[config.mk]
export PLATFORM = sky130hd
export DESIGN_NAME = fbp_guard
export DESIGN_NICKNAME = d
export VERILOG_FILES = /design/src/rtl/fbp_pkg.sv /design/src/rtl/fbp_region_decode.sv /design/src/rtl/fbp_lock_bank.sv /design/src/rtl/fbp_access_check.sv /design/src/rtl/fbp_guard.sv
export SDC_FILE = /design/constraint.sdc
export NUM_CORES = 1
export LEC_CHECK = 0
export CAP_MARGIN = 20
export CORE_MARGIN = 10
export CORE_UTILIZATION = 40
export DETAILED_ROUTE_END_ITERATION = 7
export REMOVE_ABC_BUFFERS = 1
export SLEW_MARGIN = 20
export SYNTH_ARGS = -nofsm -noshare
export SYNTH_HDL_FRONTEND = slang
export SYNTH_SLANG_ARGS = --single-unit
[constraint.sdc]
create_clock -name clk_i -period 2.6 [get_ports clk_i]
set_clock_uncertainty 0.05 [all_clocks]
set_input_delay 0.65 -clock clk_i [delete_from_list [all_inputs] [get_ports clk_i]]
set_output_delay 0.65 -clock clk_i [all_outputs]
set_load 0.1 [all_outputs]
[src/rtl/fbp_pkg.sv]
package fbp_pkg;

   typedef enum logic [1:0] {
      OP_READ       = 2'd0,
      OP_PROG       = 2'd1,
      OP_SECT_ERASE = 2'd2,
      OP_BLK_ERASE  = 2'd3
   } fbp_op_e;

   typedef enum logic [1:0] {
      RK_SMALL = 2'd0,
      RK_BIG   = 2'd1,
      RK_MAIN  = 2'd2
   } fbp_kind_e;

endpackage

[src/rtl/fbp_region_decode.sv]
module fbp_region_decode
   import fbp_pkg::*;
#(
   parameter int ADDR_W    = 24,
   parameter int MAIN_KB   = 64,
   parameter int SMALL_KB  = 8,
   parameter int BIG_KB    = 32,
   parameter int NUM_SMALL = 4,
   localparam int BLK_W    = $clog2(MAIN_KB * 1024),
   localparam int MIDX_W   = ADDR_W - BLK_W,
   localparam int SIDX_W   = $clog2(2 * NUM_SMALL)
) (
   input  logic [ADDR_W-1:0] addr_i,
   output fbp_kind_e         kind_o,
   output logic [SIDX_W-1:0] sidx_o,
   output logic              top_o,
   output logic [MIDX_W-1:0] midx_o
);

   localparam int SMALL_B    = SMALL_KB * 1024;
   localparam int BIG_B      = BIG_KB * 1024;
   localparam int SMALL_W    = $clog2(SMALL_B);
   localparam int SMALL_SPAN = NUM_SMALL * SMALL_B;

   logic [MIDX_W-1:0] blk;
   logic [BLK_W-1:0]  off;
   logic [BLK_W-1:0]  rel;
   logic              is_bot;
   logic              is_top;

   assign blk    = addr_i[ADDR_W-1:BLK_W];
   assign off    = addr_i[BLK_W-1:0];
   assign is_bot = (blk == '0);
   assign is_top = (blk == '1);

   assign top_o  = is_top;
   assign midx_o = blk - MIDX_W'(1);

   always_comb begin
      kind_o = RK_MAIN;
      rel    = '0;
      if (is_bot) begin
         if (off < BLK_W'(SMALL_SPAN)) begin
            kind_o = RK_SMALL;
            rel    = off;
         end else begin
            kind_o = RK_BIG;
         end
      end else if (is_top) begin
         if (off < BLK_W'(BIG_B)) begin
            kind_o = RK_BIG;
         end else begin
            kind_o = RK_SMALL;
            rel    = (off - BLK_W'(BIG_B)) + BLK_W'(SMALL_SPAN);
         end
      end
   end

   assign sidx_o = SIDX_W'(rel >> SMALL_W);

endmodule

[src/rtl/fbp_lock_bank.sv]
module fbp_lock_bank
   import fbp_pkg::*;
#(
   parameter int NUM_SMALL = 4,
   parameter int MIDX_W    = 8,
   localparam int NSM      = 2 * NUM_SMALL,
   localparam int SIDX_W   = $clog2(NSM),
   localparam int NMAIN    = (1 << MIDX_W) - 2
) (
   input  logic              clk_i,
   input  logic              rst_ni,
   input  logic              upd_en_i,
   input  fbp_kind_e         upd_kind_i,
   input  logic [SIDX_W-1:0] upd_sidx_i,
   input  logic              upd_top_i,
   input  logic [MIDX_W-1:0] upd_midx_i,
   input  logic              upd_rd_i,
   input  logic              upd_wr_i,
   input  logic              lkdn_set_i,
   input  fbp_kind_e         look_kind_i,
   input  logic [SIDX_W-1:0] look_sidx_i,
   input  logic              look_top_i,
   input  logic [MIDX_W-1:0] look_midx_i,
   output logic              rd_lk_o,
   output logic              wr_lk_o,
   output logic              blk_any_wr_o
);

   logic [NSM-1:0]   small_rd_q, small_wr_q, small_hit;
   logic [1:0]       big_wr_q, big_hit;
   logic [NMAIN-1:0] main_wr_q, main_hit;
   logic             lkdn_q;
   logic             upd_ok;
   logic [1:0]       end_any;

   assign upd_ok = upd_en_i && !lkdn_q;

   for (genvar i = 0; i < NSM; i++) begin : g_small_hit
      assign small_hit[i] = upd_ok && (upd_kind_i == RK_SMALL) &&
                            (upd_sidx_i == SIDX_W'(i));
   end

   for (genvar b = 0; b < 2; b++) begin : g_big_hit
      assign big_hit[b] = upd_ok && (upd_kind_i == RK_BIG) &&
                          (upd_top_i == 1'(b));
      assign end_any[b] = |small_wr_q[b*NUM_SMALL +: NUM_SMALL] | big_wr_q[b];
   end

   for (genvar m = 0; m < NMAIN; m++) begin : g_main_hit
      assign main_hit[m] = upd_ok && (upd_kind_i == RK_MAIN) &&
                           (upd_midx_i == MIDX_W'(m));
   end

   always_ff @(posedge clk_i or negedge rst_ni) begin
      if (!rst_ni) begin
         small_rd_q <= '0;
         small_wr_q <= '0;
         big_wr_q   <= '0;
         main_wr_q  <= '0;
         lkdn_q     <= 1'b0;
      end else begin
         small_rd_q <= (small_rd_q & ~small_hit) | (small_hit & {NSM{upd_rd_i}});
         small_wr_q <= (small_wr_q & ~small_hit) | (small_hit & {NSM{upd_wr_i}});
         big_wr_q   <= (big_wr_q & ~big_hit) | (big_hit & {2{upd_wr_i}});
         main_wr_q  <= (main_wr_q & ~main_hit) | (main_hit & {NMAIN{upd_wr_i}});
         if (lkdn_set_i) lkdn_q <= 1'b1;
      end
   end

   always_comb begin
      rd_lk_o      = 1'b0;
      wr_lk_o      = 1'b0;
      blk_any_wr_o = 1'b0;
      unique case (look_kind_i)
         RK_SMALL: begin
            rd_lk_o      = small_rd_q[look_sidx_i];
            wr_lk_o      = small_wr_q[look_sidx_i];
            blk_any_wr_o = end_any[look_top_i];
         end
         RK_BIG: begin
            wr_lk_o      = big_wr_q[look_top_i];
            blk_any_wr_o = end_any[look_top_i];
         end
         default: begin
            wr_lk_o      = main_wr_q[look_midx_i];
            blk_any_wr_o = main_wr_q[look_midx_i];
         end
      endcase
   end

   // a frozen bank never changes
   p_frozen_r10: assert property (@(posedge clk_i) disable iff (!rst_ni)
      lkdn_q |=> ($stable(small_rd_q) && $stable(small_wr_q) &&
                  $stable(big_wr_q) && $stable(main_wr_q)));

   // lock-down stays set until reset
   p_lkdn_sticky_r10: assert property (@(posedge clk_i) disable iff (!rst_ni)
      lkdn_q |=> lkdn_q);

endmodule

[src/rtl/fbp_access_check.sv]
module fbp_access_check
   import fbp_pkg::*;
(
   input  fbp_op_e op_i,
   input  logic    rd_lk_i,
   input  logic    wr_lk_i,
   input  logic    blk_any_wr_i,
   output logic    allow_o
);

   always_comb begin
      unique case (op_i)
         OP_READ:       allow_o = !rd_lk_i;
         OP_PROG,
         OP_SECT_ERASE: allow_o = !wr_lk_i;
         default:       allow_o = !blk_any_wr_i;
      endcase
   end

endmodule

[src/rtl/fbp_guard.sv]
module fbp_guard
   import fbp_pkg::*;
#(
   parameter int ADDR_W    = 24,
   parameter int DATA_W    = 32,
   parameter int MAIN_KB   = 64,
   parameter int SMALL_KB  = 8,
   parameter int BIG_KB    = 32,
   parameter int NUM_SMALL = 4
) (
   input  logic              clk_i,
   input  logic              rst_ni,
   input  logic              upd_valid_i,
   input  logic [ADDR_W-1:0] upd_addr_i,
   input  logic              upd_rd_lock_i,
   input  logic              upd_wr_lock_i,
   input  logic              lkdn_set_i,
   input  logic              req_valid_i,
   input  logic [1:0]        req_op_i,
   input  logic [ADDR_W-1:0] req_addr_i,
   input  logic [DATA_W-1:0] arr_rdata_i,
   output logic              rsp_valid_o,
   output logic              rsp_grant_o,
   output logic              rsp_viol_o,
   output logic [DATA_W-1:0] rd_data_o
);

   localparam int BLK_W  = $clog2(MAIN_KB * 1024);
   localparam int MIDX_W = ADDR_W - BLK_W;
   localparam int SIDX_W = $clog2(2 * NUM_SMALL);

   if (NUM_SMALL * SMALL_KB + BIG_KB != MAIN_KB) begin : g_bad_split
      $error("parameter blocks must fill exactly one main block");
   end
   if ((1 << $clog2(SMALL_KB)) != SMALL_KB || (1 << $clog2(MAIN_KB)) != MAIN_KB) begin : g_bad_pow2
      $error("block sizes must be powers of two");
   end
   if (MIDX_W < 2) begin : g_bad_addr
      $error("address space must hold at least two main blocks");
   end

   fbp_kind_e         u_kind, r_kind;
   logic [SIDX_W-1:0] u_sidx, r_sidx;
   logic              u_top, r_top;
   logic [MIDX_W-1:0] u_midx, r_midx;
   logic              rd_lk, wr_lk, blk_any, allow;
   fbp_op_e           req_op;

   logic rsp_valid_q, rsp_grant_q, rsp_rdfill_q;

   assign req_op = fbp_op_e'(req_op_i);

   fbp_region_decode #(
      .ADDR_W(ADDR_W), .MAIN_KB(MAIN_KB), .SMALL_KB(SMALL_KB),
      .BIG_KB(BIG_KB), .NUM_SMALL(NUM_SMALL)
   ) u_dec_upd (
      .addr_i(upd_addr_i), .kind_o(u_kind), .sidx_o(u_sidx),
      .top_o(u_top), .midx_o(u_midx)
   );

   fbp_region_decode #(
      .ADDR_W(ADDR_W), .MAIN_KB(MAIN_KB), .SMALL_KB(SMALL_KB),
      .BIG_KB(BIG_KB), .NUM_SMALL(NUM_SMALL)
   ) u_dec_req (
      .addr_i(req_addr_i), .kind_o(r_kind), .sidx_o(r_sidx),
      .top_o(r_top), .midx_o(r_midx)
   );

   fbp_lock_bank #(
      .NUM_SMALL(NUM_SMALL), .MIDX_W(MIDX_W)
   ) u_bank (
      .clk_i(clk_i), .rst_ni(rst_ni),
      .upd_en_i(upd_valid_i), .upd_kind_i(u_kind), .upd_sidx_i(u_sidx),
      .upd_top_i(u_top), .upd_midx_i(u_midx),
      .upd_rd_i(upd_rd_lock_i), .upd_wr_i(upd_wr_lock_i),
      .lkdn_set_i(lkdn_set_i),
      .look_kind_i(r_kind), .look_sidx_i(r_sidx), .look_top_i(r_top),
      .look_midx_i(r_midx),
      .rd_lk_o(rd_lk), .wr_lk_o(wr_lk), .blk_any_wr_o(blk_any)
   );

   fbp_access_check u_chk (
      .op_i(req_op), .rd_lk_i(rd_lk), .wr_lk_i(wr_lk),
      .blk_any_wr_i(blk_any), .allow_o(allow)
   );

   always_ff @(posedge clk_i or negedge rst_ni) begin
      if (!rst_ni) begin
         rsp_valid_q  <= 1'b0;
         rsp_grant_q  <= 1'b0;
         rsp_rdfill_q <= 1'b0;
      end else begin
         rsp_valid_q  <= req_valid_i;
         rsp_grant_q  <= req_valid_i && allow;
         rsp_rdfill_q <= req_valid_i && !allow && (req_op == OP_READ);
      end
   end

   assign rsp_valid_o = rsp_valid_q;
   assign rsp_grant_o = rsp_grant_q;
   assign rsp_viol_o  = rsp_valid_q && !rsp_grant_q;
   assign rd_data_o   = rsp_rdfill_q ? {DATA_W{1'b1}} : arr_rdata_i;

   // every request gets a response on the next edge
   p_rsp_next_r3: assert property (@(posedge clk_i) disable iff (!rst_ni)
      req_valid_i |=> (rsp_valid_o && (rsp_grant_o != rsp_viol_o)));

   // quiet outputs after an idle cycle
   p_idle_quiet_r3: assert property (@(posedge clk_i) disable iff (!rst_ni)
      !req_valid_i |=> (!rsp_valid_o && !rsp_grant_o && !rsp_viol_o));

   // read into a read-locked block returns all ones
   p_read_fill_r4: assert property (@(posedge clk_i) disable iff (!rst_ni)
      (req_valid_i && req_op == OP_READ && rd_lk) |=> (rsp_viol_o && rd_data_o == '1));

   // reads outside small blocks are never refused
   p_open_read_r6: assert property (@(posedge clk_i) disable iff (!rst_ni)
      (req_valid_i && req_op == OP_READ && r_kind != RK_SMALL) |=> rsp_grant_o);

   // a write lock on the addressed region also stops a block erase
   p_blk_erase_r8: assert property (@(posedge clk_i) disable iff (!rst_ni)
      (req_valid_i && req_op == OP_BLK_ERASE && wr_lk) |=> rsp_viol_o);

endmodule

==> results of run 1 <==
power breakdown:
part / total, mW / switching, mW / leakage [nW] / internal (mW)
Sequential: 4.32 / 0.0116 / 3.85 / 4.31
Clock: 4.27 / 1.73 / 0.475 / 2.54
Combinational: 1.45 / 0.854 / 4.37 / 0.596
cells in the mapped netlist, types with 2 or more instances:
cell	n
nor4_1	3
xnor2_1	4
and3_1	11
mux4_2	70
nor3_1	11
buf_1	3
nand4_1	2
or3_1	3
a22oi_1	2
or2_2	34
nor3b_1	9
nor2b_1	7
nor2_1	186
o211a_1	2
xor2_1	2
a22o_1	2
buf_6	3
inv_1	10
nand3b_1	3
a211oi_1	3
clkbuf_1	67
o21a_1	2
o31ai_1	3
nand4b_1	4
a21oi_1	3
a31o_2	3
or4_1	4
o211ai_1	3
and2_1	2
o21ai_0	17
nand2_1	133
ha_1	5
o31a_1	2
dfrtp_1	276
buf_4	3
buf_2	12
mux2i_1	7
nand2b_1	4
nand3_1	29
mux2_2	273
worst max-delay path by stage:
| stage | slack, ns | from | cells past startpoint | to |
|---|---|---|---|---|
| after CTS | -0.05 | req_addr_i[17] | 9 | rsp_rdfill_q$_DFF_PN0_ |
| after global placement | -1.14 | req_addr_i[18] | 11 | rsp_rdfill_q$_DFF_PN0_ |
| after global routing | -0.04 | req_addr_i[16] | 9 | rsp_rdfill_q$_DFF_PN0_ |
| after floorplan | -1.44 | req_addr_i[16] | 7 | rsp_rdfill_q$_DFF_PN0_ |
| final | -0.03 | req_addr_i[16] | 9 | rsp_rdfill_q$_DFF_PN0_ |
| after detailed placement | -1.12 | req_addr_i[18] | 11 | rsp_rdfill_q$_DFF_PN0_ |
cell usage in the layout, fill, tap and decap left out, types with 4 or more instances in the layout:
cell             count
and3_1              11
buf_12              66
buf_4              144
buf_6                4
clkbuf_1             7
clkbuf_16           30
clkbuf_8             7
clkdlybuf4s50_1     54
dfrtp_1            275
ha_1                 4
inv_1                8
mux2_2             273
mux2i_1              5
mux4_2              70
nand2_1            131
nand2b_1             4
nand3_1             29
nand4b_1             4
nor2_1             184
nor2b_1              7
nor3_1               8
nor3b_1              5
o21ai_0             14
or2_2               33
xnor2_1              4
logic make-up (layout without fill, tap and decap cells):
family,count (synthesis),count (layout),share of synthesized area
AO/OA/AOI/OAI,57,57,0.02823
XOR/XNOR,7,7,0.004705
adder cells (fa/ha/maj),5,5,0.004277
buffers and inverters,99,336,0.02883
flip-flops,276,276,0.4722
multiplexers,350,350,0.3227
AND/OR/NAND/NOR,451,451,0.1391
cell type report:
cell class              count  area, µm²  area share
clock buffers              43      848.3     0.04448
inverters                  10      45.04    0.002362
repair buffers            275       3087      0.1619
multi-input cells         870       7481      0.3923
well taps                 461      576.8     0.03025
clock inverters             8      125.1    0.006561
flip-flops and latches    276       6908      0.3622
critical path, cell delays in order:
cell and delay, ns:
buf_12 0.11, inv_6 0.04, ha_4 0.37, buf_12 0.16, mux4_2 0.33, mux4_2 0.54
a22o_1 0.22, o311a_1 0.36, o211a_1 0.21
per-stage QoR:
step / TNS [ns] / power [mW] / instance area (µm²)
after floorplan: -6.151 / 4.965 / 14240
after global placement: -112.69 / 5.775 / 17800
after detailed placement: -115.60 / 5.781 / 17800
after CTS: -0.04673 / 10.10 / 18900
after global routing: -0.05317 / 10.39 / 19070
final: -0.02863 / 10.04 / 19070
what timing repair did:
action                     4_1_cts  5_1_grt
gates cloned                     1        1
pin swaps                        4       11
resized for setup               30       35
setup buffers                    2        5
setup endpoints to repair       32      122
metal layers:
metal	track usage	up-vias	wire length (µm)
met3	0.03071	73	2701
met5	0	-	0
met2	0.3105	344	19820
li1	-	4844	-
met4	0.04970	0	1066
met1	0.2483	5451	18210
==> impl_metrics.toml, run 1 <==
[outcome]
violations = "negative hold slack, negative setup slack"
status = "complete, but fails checks"

[place]
placedCellCount = 1883
place_hpwl_um = 29270
place_congestion = 0.9162
dp_slack_ns = -1.123
io_buffers = 97

[final_layout]
final_cells = 1943
layout.nets = 1556
area_growth_pct = 30.37
antenna-diode-count = 0
layout-drive-gt1-share = 0.4582
finish.utilization = 0.5323
fillers = 3052

[timing]
setup_ws_ns = -0.02863
maxSlewViolCount = 0
tightest_slew_ns = 0.6533
rsz0062_at_grt = "yes"
post-route-period-util = 1.011
max_clock_freq_mhz = 380.4
final-hold-violation-count = 7
post-route-min-period_ns = 2.629
hold_ws_ns = -0.02526
setup_viol = 1
slew-limit-headroom = 0.5629

[detailed_routing]
wl_per_cell_um = 21.51
vias = 10710
drt-initial-drc-count = 641
dr.pass1.iters = 6
ant_nets = 0
route.detailed.drc = 0
vias_per_cell = 5.513
wirelength_um = 41800

[flow_run]
cap_violations = 0

[grt]
grt.overflow.total = 0
track_usage = 0.1869
grt_pass1_wl_um = 65870
antenna_found_initial = 0
grt_max_degree = 71
first_global_vias = 11130

[power]
cellPowerDensity_nw_per_um2 = 526.5
peakVddDrop_mv = 0.4856
leakagePower_nw = 8.694

[worst_setup_path]
start_kind = "input port"
worstSetupPathType = "in2reg"
r2r-end = "rsp_rdfill_q$_DFF_PN0_"
cp-end-kind = "flop"
ff2ff_setup_slack_ns = 0.24
arrival_ns = 3.02
r2r_cells = 5
cp.required_ns = 2.99
critPathMaxFanout = 8

[yosys]
synth_ff_type = "dfrtp_1"
synth_area_um2 = 14630
syn_avg_cell_area_um2 = 11.75
synthCells = 1245
ys_warn_count = 0
synthTopCellsByArea = "dfrtp_1, mux2_2, mux4_2"
synth_cell_types = 63
synth-edff-count = 0
synth_area_leader_cell = "dfrtp_1"
synth_seq_cells = 276
netlist.area_leader.share = 0.4722
yosysSeqAreaShare = 0.4722
synth-async-reset-ratio = 1.000

[floorplanning]
initial_core_util = 0.4083
ios = 124
dieArea_um2 = 44620
core_um2 = 35830
die_h_um = 211.2
dieWidth_um = 211.2
fp-row-count = 69

[clock_network]
cts_hold_buffers = 0
clkLatencyLatePin_ns = 0.56
cts_tree = "built"
clock-sinks = 276
clkTransAtPathRegs_ns = 0.06
numCtsBuffers = 29
cts-htree-levels = 1
cts_buffer_depth = 3
cts-root-buf = "clkbuf_16"

[hold_path]
worstHoldPathType = "in2async"
Note: power is estimated with default switching activity, not from simulation.
==> inputs of run 2 (changes only) <==
Settings changed: CAP_MARGIN 20 to not set.
==> results of run 2 <==
Final layout, timing and power as in run 1 (identical DEF).
==> inputs of run 3 (changes only) <==
Settings changed: CORE_UTILIZATION 40 to 50, PLACE_DENSITY set to 0.7.
==> run 3 against run 2 <==
  * The run ends with negative setup slack left
  * Utilization up 13 points
  * Final area down 0.77%
  * Power down 0.86%
  * Flip-flop and latch count unchanged
  * Largest cell class unchanged
  * Sequential share of layout area up 0.28 points
==> impl_metrics.toml, run 3 (synthesis results as in run 1) <==
[outcome]
status = "complete, but fails checks"
violations = "negative setup slack"

[timing]
maxSlewViolCount = 0
post-route-min-period_ns = 2.630
setup_viol = 1
setup_ws_ns = -0.02990
tightest_slew_ns = 0.7078
hold_ws_ns = 0.4183
rsz0062_at_grt = "yes"
final-hold-violation-count = 0
tns_ns = -0.02990
max_clock_freq_mhz = 380.2
post-route-period-util = 1.011
slew-limit-headroom = 0.5264

[clock_network]
cts-root-buf = "clkbuf_16"
clkLatencyLatePin_ns = 0.56
cts_tree = "built"
cts-htree-levels = 1
clock-sinks = 276
numCtsBuffers = 31
cts_buffer_depth = 3
clkTransAtPathRegs_ns = 0.06

[final_layout]
fillers = 2122
layout.nets = 1549
area_growth_pct = 29.36
mostFrequentLayoutCells = "dfrtp_1, mux2_2, nor2_1, nand2_1, buf_4"
stdcell_area_um2 = 18920
final_common_cell = "dfrtp_1"
antenna-diode-count = 0
layout-drive-gt1-share = 0.4550

[worst_setup_path]
cp-end-kind = "flop"
arrival_ns = 3.02
cp.required_ns = 2.99
worstSetupPathType = "in2reg"
start_kind = "input port"
critPathMaxFanout = 5
cpPeakStageDelay_ns = 0.52
worst-path-buf-inv = 4
slowest_stage = "mux4_2"
crit_family = "compound AO/OA/AOI/OAI gates"
cp_cell_sequence = "buf_12 -> inv_6 -> ha_4 -> buf_12 -> buf_4 -> mux4_2 -> mux4_2 -> a22o_1 -> o311a_1 -> o211a_1"

[grt]
grt_max_degree = 74
grt_busiest_layer = "met2"
use_met2 = 0.3749
track_usage = 0.2273
grt.overflow.total = 0
first_global_vias = 11320
grt_pass1_wl_um = 65720
met3_usage = 0.03517
antenna_found_initial = 1
grtUsageMet1 = 0.3004

[detailed_routing]
drt-initial-drc-count = 961
vias_per_cell = 5.905
route.detailed.drc = 0
wl_per_cell_um = 22.52
vias = 11000
dr.pass1.iters = 5
wirelength_um = 41960
ant_nets = 0

[power]
leakagePower_nw = 8.635
peakVddDrop_mv = 0.6012
cellPowerDensity_nw_per_um2 = 526.0
power.total_mw = 9.954

[floorplanning]
dieArea_um2 = 36500
core_um2 = 28780
initial_core_util = 0.5083
ios = 124
die_h_um = 191.0
fp-row-count = 62
dieWidth_um = 191.0

[place]
placed_cell_area_um2 = 17560
io_buffers = 97
place_congestion = 0.8514
place_hpwl_um = 29110

[hold_path]
worstHoldPathType = "reg2reg"

[flow_run]
cap_violations = 0
run 3: power breakdown:
part / switching [mW] / internal, mW
Sequential: 0.0121 / 4.31
Combinational: 0.843 / 0.576
Clock: 1.78 / 2.43
run 3: worst register-to-register path, stage by stage, from the launching register on:
cell and delay, ns:
dfrtp_1 0.39, mux4_2 0.46, mux4_2 0.53, a22o_1 0.25, o311a_1 0.35, o211a_1 0.24
run 3: area by class of cell:
type                       count  area, µm²  share of cell area
inverter                      10      42.54            0.002248
clock buffer                  43      870.8             0.04602
multi-input combinational    870       7472              0.3949
timing repair buffer         266       3037              0.1605
clock inverter                14      112.6            0.005951
tap                          384      480.5             0.02539
sequential                   276       6908              0.3651
run 3: timing repair:
action,CTS,global route
hold endpoints to repair,7,0
buffers inserted,8,7
endpoints found under the setup margin,3,140
gates resized for setup,44,27
pin swaps,15,11
hold buffers,1,0
run 3: metrics by stage:
step / util / std cells / setup WS [ns]
2_1_floorplan: - / 1156 / -1.441
3_3_place_gp: 0.6100 / 1790 / -1.105
3_5_place_dp: 0.6100 / 1790 / -1.113
4_1_cts: 0.6511 / 1856 / -0.01128
5_1_grt: 0.6575 / 1863 / -0.08085
6_report: 0.6575 / 1863 / -0.02990
run 3: path summary, 6_finish.rpt:
| check | slack (ns) | cells past startpoint | startpoint | to |
|---|---|---|---|---|
| max | -0.03 | 10 | req_addr_i[16] | rsp_rdfill_q$_DFF_PN0_ |
| min | 0.42 | 1 | u_bank.lkdn_q$_DFFE_PN0P_ | u_bank.lkdn_q$_DFFE_PN0P_ |
| max reg2reg | 0.20 | 5 | flop | rsp_rdfill_q$_DFF_PN0_ |
| min reg2reg | 0.42 | 1 | u_bank.lkdn_q$_DFFE_PN0P_ | u_bank.lkdn_q$_DFFE_PN0P_ |
| max in group asynchronous | 1.24 | 3 | rst_ni | asynchronous set/reset pin |
| min in group asynchronous | 0.57 | 2 | rst_ni | asynchronous set/reset pin |
run 3: routing by layer:
layer  routed length, µm  share of wire  up-vias
met1               17420           0.42     5625
met4                1285          0.031        0
met3                2889          0.069       89
met5                   0              0        -
met2               20370           0.49      458
li1                    -              -     4829
